$ cat src/rtl/uart_os_rx_pkg.sv
package uart_os_rx_pkg;

  // Receiver sequencing states
  typedef enum logic [1:0] {
    ST_HUNT  = 2'd0,  // waiting for a falling edge
    ST_START = 2'd1,  // confirming the start symbol
    ST_DATA  = 2'd2,  // collecting data symbols
    ST_STOP  = 2'd3   // checking the stop symbol
  } rx_state_e;

  // Two-of-three majority
  function automatic logic maj3(input logic a, input logic b, input logic c);
    return (a & b) | (a & c) | (b & c);
  endfunction

endpackage

$ cat src/rtl/uart_os_rx_sync.sv
module uart_os_rx_sync #(
  parameter int STAGES = 2
) (
  input  logic clk_i,
  input  logic rst_i,
  input  logic line_i,
  output logic line_s_o,
  output logic fall_o
);

  logic [STAGES-1:0] sr;
  logic              line_d;

  // Synchroniser chain, reset to the idle (high) level
  always_ff @(posedge clk_i) begin
    if (rst_i) begin
      sr     <= '1;
      line_d <= 1'b1;
    end else begin
      sr     <= {sr[STAGES-2:0], line_i};
      line_d <= sr[STAGES-1];
    end
  end

  assign line_s_o = sr[STAGES-1];
  assign fall_o   = line_d & ~sr[STAGES-1];

endmodule

$ cat src/rtl/uart_os_rx_vote.sv
module uart_os_rx_vote (
  input  logic clk_i,
  input  logic rst_i,
  input  logic line_s_i,
  input  logic cap_a_i,
  input  logic cap_b_i,
  output logic vote_o
);
  import uart_os_rx_pkg::*;

  logic smp_a, smp_b;

  // Hold the two earlier samples; the third is the live line
  always_ff @(posedge clk_i) begin
    if (rst_i) begin
      smp_a <= 1'b1;
      smp_b <= 1'b1;
    end else begin
      if (cap_a_i) smp_a <= line_s_i;
      if (cap_b_i) smp_b <= line_s_i;
    end
  end

  assign vote_o = maj3(smp_a, smp_b, line_s_i);

endmodule

$ cat src/rtl/uart_os_rx_ctrl.sv
module uart_os_rx_ctrl #(
  parameter int OVS       = 16,
  parameter int DATA_BITS = 8
) (
  input  logic                 clk_i,
  input  logic                 rst_i,
  input  logic                 tick_i,
  input  logic                 line_s_i,
  input  logic                 fall_i,
  input  logic                 vote_i,
  output logic                 cap_a_o,
  output logic                 cap_b_o,
  output logic [DATA_BITS-1:0] byte_o,
  output logic                 valid_o,
  output logic                 ferr_o
);
  import uart_os_rx_pkg::*;

  localparam int PH_W  = $clog2(OVS);
  localparam int BIT_W = (DATA_BITS > 1) ? $clog2(DATA_BITS) : 1;
  // Phase value before the k-th pulse of a symbol is k-1
  localparam logic [PH_W-1:0]  PH_EARLY = PH_W'(OVS/2 - 2);  // pulse 7
  localparam logic [PH_W-1:0]  PH_MID   = PH_W'(OVS/2 - 1);  // pulse 8
  localparam logic [PH_W-1:0]  PH_LATE  = PH_W'(OVS/2);      // pulse 9
  localparam logic [PH_W-1:0]  PH_LAST  = PH_W'(OVS - 1);
  localparam logic [BIT_W-1:0] BIT_LAST = BIT_W'(DATA_BITS - 1);

  rx_state_e            state;
  logic [PH_W-1:0]      phase;
  logic [BIT_W-1:0]     bitn;
  logic [DATA_BITS-1:0] shreg;
  logic                 ph_last;

  assign ph_last = (phase == PH_LAST);
  assign cap_a_o = (state == ST_DATA) && tick_i && (phase == PH_EARLY);
  assign cap_b_o = (state == ST_DATA) && tick_i && (phase == PH_MID);

  always_ff @(posedge clk_i) begin
    if (rst_i) begin
      state   <= ST_HUNT;
      phase   <= '0;
      bitn    <= '0;
      shreg   <= '0;
      byte_o  <= '0;
      valid_o <= 1'b0;
      ferr_o  <= 1'b0;
    end else begin
      valid_o <= 1'b0;
      ferr_o  <= 1'b0;
      unique case (state)
        ST_HUNT: begin
          if (fall_i) begin
            state <= ST_START;
            phase <= '0;
          end
        end
        ST_START: begin
          if (tick_i) begin
            phase <= ph_last ? '0 : phase + 1'b1;
            if (phase == PH_MID && line_s_i) begin
              state <= ST_HUNT;             // spike, not a start
            end else if (ph_last) begin
              state <= ST_DATA;
              bitn  <= '0;
            end
          end
        end
        ST_DATA: begin
          if (tick_i) begin
            phase <= ph_last ? '0 : phase + 1'b1;
            if (phase == PH_LATE)
              shreg <= {vote_i, shreg[DATA_BITS-1:1]};
            if (ph_last) begin
              if (bitn == BIT_LAST) state <= ST_STOP;
              else                  bitn  <= bitn + 1'b1;
            end
          end
        end
        ST_STOP: begin
          if (tick_i) begin
            phase <= phase + 1'b1;
            if (phase == PH_MID) begin
              byte_o  <= shreg;
              valid_o <= 1'b1;
              ferr_o  <= ~line_s_i;
              state   <= ST_HUNT;           // re-arm mid stop symbol
            end
          end
        end
        default: state <= ST_HUNT;
      endcase
    end
  end

endmodule

$ cat src/rtl/uart_os_rx.sv
module uart_os_rx #(
  parameter int OVS         = 16,
  parameter int DATA_BITS   = 8,
  parameter int SYNC_STAGES = 2
) (
  input  logic                 clk_i,
  input  logic                 rst_i,
  input  logic                 os_tick_i,
  input  logic                 line_i,
  output logic [DATA_BITS-1:0] rx_byte_o,
  output logic                 rx_valid_o,
  output logic                 rx_ferr_o
);

  logic line_s, fall, vote, cap_a, cap_b;

  uart_os_rx_sync #(.STAGES(SYNC_STAGES)) u_sync (
    .clk_i    (clk_i),
    .rst_i    (rst_i),
    .line_i   (line_i),
    .line_s_o (line_s),
    .fall_o   (fall)
  );

  uart_os_rx_vote u_vote (
    .clk_i    (clk_i),
    .rst_i    (rst_i),
    .line_s_i (line_s),
    .cap_a_i  (cap_a),
    .cap_b_i  (cap_b),
    .vote_o   (vote)
  );

  uart_os_rx_ctrl #(.OVS(OVS), .DATA_BITS(DATA_BITS)) u_ctrl (
    .clk_i    (clk_i),
    .rst_i    (rst_i),
    .tick_i   (os_tick_i),
    .line_s_i (line_s),
    .fall_i   (fall),
    .vote_i   (vote),
    .cap_a_o  (cap_a),
    .cap_b_o  (cap_b),
    .byte_o   (rx_byte_o),
    .valid_o  (rx_valid_o),
    .ferr_o   (rx_ferr_o)
  );

endmodule

$ cat config.mk
export PLATFORM = sky130hd
export DESIGN_NAME = uart_os_rx
export DESIGN_NICKNAME = d
export VERILOG_FILES = /design/src/rtl/uart_os_rx_pkg.sv /design/src/rtl/uart_os_rx_sync.sv /design/src/rtl/uart_os_rx_vote.sv /design/src/rtl/uart_os_rx_ctrl.sv /design/src/rtl/uart_os_rx.sv
export SDC_FILE = /design/constraint.sdc
export NUM_CORES = 1
export LEC_CHECK = 0
export ABC_AREA = 1
export CAP_MARGIN = 20
export CORE_AREA = 2 2 66 68
export CTS_CLUSTER_SIZE = 30
export DETAILED_ROUTE_END_ITERATION = 8
export DIE_AREA = 0 0 68 70
export PLACE_DENSITY_LB_ADDON = 0.1
export SYNTH_ARGS = -nofsm -noshare
export SYNTH_HDL_FRONTEND = slang
export SYNTH_HIERARCHICAL = 1
export SYNTH_SLANG_ARGS = --single-unit
$ cat constraint.sdc
create_clock -name clk_i -period 1.6 [get_ports clk_i]
set_input_delay 0.16 -clock clk_i [delete_from_list [all_inputs] [get_ports clk_i]]
set_output_delay 0.16 -clock clk_i [all_outputs]
set_load 0.005 [all_outputs]
==> run_results.csv <==
group,metric,value,unit
drt,wl_per_cell,11.19,um
timing,fmax,0.6496,GHz
hold_path,min_from,"line_i",
clock_network,path_clk_slew,0.07,ns
timing,timing.hold.ws,0.3973,ns
synthesis,synthAdderAreaFrac,7.653,%
worst_setup_path,worstPathArrival,1.77,ns
finish,area.growth.synth_to_final,34.35,%
worst_setup_path,r2r-start,"u_ctrl/state[0]",
worst_setup_path,reg2reg_slack,0.06,ns
finish,drive_above_1_share,18.52,%
finish,final_nets,255,
power,p_leak,0.8719,nW
synthesis,synthMuxAreaShare,0,%
worst_setup_path,crit_fanout,5,
job,drv_cap,0,
timing,max-slew-margin-rel,76.21,%
synthesis,synth_cell_type_count,20,
drt,vias_per_cell,4.671,
drt,drcViolationCount,0,
worst_setup_path,worst-path-buf-inv,4,
placement,io_buffer_count,13,
global_route,grt_usage,15.91,%
drt,drt_iter0_markers,103,
clock_network,cts-buffers-inserted,5,
floorplanning,dieArea,4760,um2
timing,rsz0062_at_grt,"true",
synthesis,synth-simple-area-share,29.76,%
worst_setup_path,critical_path_class,"reg2reg",
clock_network,cts.htree.levels,2,
power,vdd_drop_max,808.0,uV
drt,firstDrtPassIters,4,
placement,preCtsSetupSlack,-0.06068,ns
placement,hpwl,2.398,mm
floorplanning,rows,24,
floorplanning,placeableCoreArea,4144,um2
global_route,grt_overflow,0,
placement,gp_congestion,0.8605,
hold_path,hold_path_depth,3,
floorplanning,die_x,68,um
synthesis,ys_seq_elements,32,
floorplanning,start_util,35.51,%
finish,antennaDiodeCount,0,
timing,clock_skew,0.004641,ns
worst_setup_path,crit_chain,"inv_1 -> buf_4 -> ha_4 -> buf_4 -> o21ai_0 -> nand3_1 -> nor2_1 -> nand3_1 -> nand2_1 -> inv_1 -> nor2_1",
hold_path,hold_path_end,"u_sync/sr[0]",
global_route,grt_max_degree,22,
timing,layout_setup_ws,0.06070,ns
finish,fillers,428,
worst_setup_path,r2r_cells,11,
worst_setup_path,start_kind,"flop",
timing,slew_viol_final,0,
worst_setup_path,cp_slowest_cell,"dfxtp_4",
synthesis,avgSynthCellArea,7.143,um2
floorplanning,die_h,70,um
drt,routed_wl,3.300,mm
timing,hold_viol,0,
hold_path,worstHoldPathType,"in2reg",
synthesis,yosys_warnings,6,
synthesis,synth-xor-area-share,0.5952,%
timing,post-route-period-util,96.21,%
worst_setup_path,slowest_delay,0.37,ns
timing,period_minus_slack,1.539,ns
worst_setup_path,cp.required,1.83,ns
synthesis,synth_top_family_by_area,"simple AND/OR/NAND/NOR gates",
synthesis,syn_area,1471,um2
global_route,antenna_found_initial,0,
drt,vias,1378,
finish,final-instance-count-excl-fill,295,
drt,antenna_left,0,
timing,worst_pin_slew,0.3544,ns
global_route,grt_pass1_vias,1328,
clock_network,cts_tree,"done",
clock_network,worst_skew_pair.late_latency,0.29,ns
power,power.density,1107,nW/um2
global_route,grt_pass1_wl,5.713,mm
clock_network,cts_root_buf,"clkbuf_8",
placement,place_inst,285,
status,status,"completed",
synthesis,synthCells,206,
floorplanning,io_pins,14,
clock_network,hold_buffers,0,
synthesis,synth-compound-area-share,10.46,%
clock_network,clockBufferDepth,2,
clock_network,cts_sinks,32,
synthesis,yosysSeqAreaShare,43.54,%
worst_setup_path,critPathTopFamily,"simple AND/OR/NAND/NOR gates",
timing,finalSetupViolations,0,
worst_setup_path,endpoint_kind,"flop",
synthesis,synthesis.nets,219,
power,power,2.188,mW
-- through the flow --
stage	utilization, %	setup TNS, ns	instance area, um2
floorplan	-	0	1471
global placement	43.00	0	1782
detailed placement	43.00	-0.4067	1782
CTS	45.83	0	1899
global route	47.71	-0.08629	1977
finish	47.71	0	1977
-- layer usage --
layer	global-route usage, %	wire, um
met1	16.28	1352
met2	28.05	1729
met3	4.831	127
met4	8.222	90
met5	0	0
-- final cells by class --
class	instances	area [um2]	area share, %
flip-flops and latches	32	648.1	32.78
inverters	28	107.6	5.443
clock buffers	6	72.57	3.671
repair buffers	32	272.8	13.80
multi-input cells	143	775.7	39.24
clock inverters	2	35.03	1.772
well taps	52	65.06	3.291
-- cells in the mapped netlist --
cell type	n	area share [%]
nor4_2	1	0.85
buf_2	1	0.34
a31oi_1	1	0.43
ha_1	9	7.7
nor2_1	53	14
o21ai_0	21	7.1
dfxtp_1	32	44
inv_2	1	0.25
nand3_1	11	3.7
nor3_1	1	0.34
nor2_2	1	0.43
a21oi_1	5	1.7
xor2_1	1	0.60
nand2_1	33	8.4
nand4_1	1	0.43
nand3_2	3	2.0
o211a_1	1	0.68
a22oi_1	1	0.51
clkbuf_1	2	0.51
inv_1	27	6.9
-- worst max path at each step --
stage                    start          endpoint  slack, ns  depth (start not counted)
3_5_place_dp   u_ctrl/state[0]    u_ctrl/bitn[2]      -0.06                          8
6_report       u_ctrl/state[0]              flop       0.06                         11
2_1_floorplan  u_ctrl/state[0]   u_ctrl/phase[2]       0.14                          7
3_3_place_gp         os_tick_i  u_ctrl/byte_o[7]      0.007                          5
4_1_cts                   flop   u_ctrl/phase[2]       0.01                          7
5_1_grt                   flop   u_ctrl/state[0]      -0.05                         11
-- what timing repair did --
| item | in CTS | in global routing |
|---|---|---|
| hold endpoints to repair | 0 | 0 |
| setup buffers | 0 | 2 |
| pin swaps | 0 | 4 |
| endpoints found under the setup margin | 22 | 27 |
| gates resized for setup | 5 | 18 |
-- where the power goes --
group	switching, mW	leakage, nW	internal, mW	total (mW)
logic	0.332	0.557	0.241	0.573
clock network	0.302	0.0552	0.462	0.764
registers	0.0232	0.260	0.828	0.852
total	0.658	0.872	1.53	2.19
-- worst register-to-register path: stages, from the launching register on --
cell	delay (ns)
dfxtp_4	0.37
inv_1	0.05
buf_4	0.14
ha_4	0.19
buf_4	0.14
o21ai_0	0.15
nand3_1	0.09
nor2_1	0.10
nand3_1	0.08
nand2_1	0.06
inv_1	0.04
nor2_1	0.08
-- placed cells by master, fill, tap and decap left out, types with 2 or more instances in the layout --
cell type	netlist	final
dfxtp_1	32	30
nand3_1	11	10
inv_1	27	25
nor2_4	0	2
nor2_1	53	50
ha_1	9	5
inv_2	1	2
nand3_2	3	3
dfxtp_4	0	2
o21ai_0	21	19
nand2_1	33	33
o21ai_1	0	2
a21oi_1	5	4
buf_4	0	19
clkbuf_8	0	5
clkdlybuf4s50_1	0	13
nor2_2	1	2
ha_2	0	3
-- logic make-up (layout without fill, tap and decap cells) --
logic type,count (synthesis),in the layout
AOI/OAI and AO/OA,29,29
xor gates and xnor gates,1,1
and+or+nand+nor,104,104
DFF,32,32
buffers and inverters,31,68
adders and majority gates,9,9
-- flip-flops by register name (all words and copies together), names as in the netlist, named ones only --
| signal | count |
|---|---|
| u_sync/line_d | 1 |
| u_vote/smp_a | 1 |
| u_ctrl/state | 1 |
| u_ctrl/bitn | 3 |
| u_ctrl/shreg | 8 |
| u_vote/smp_b | 1 |
| u_ctrl/phase | 4 |
| u_ctrl/ferr_o | 1 |
| u_ctrl/byte_o | 8 |
| u_sync/sr | 2 |
| u_ctrl/valid_o | 1 |
(Power assumes the default switching activity.)
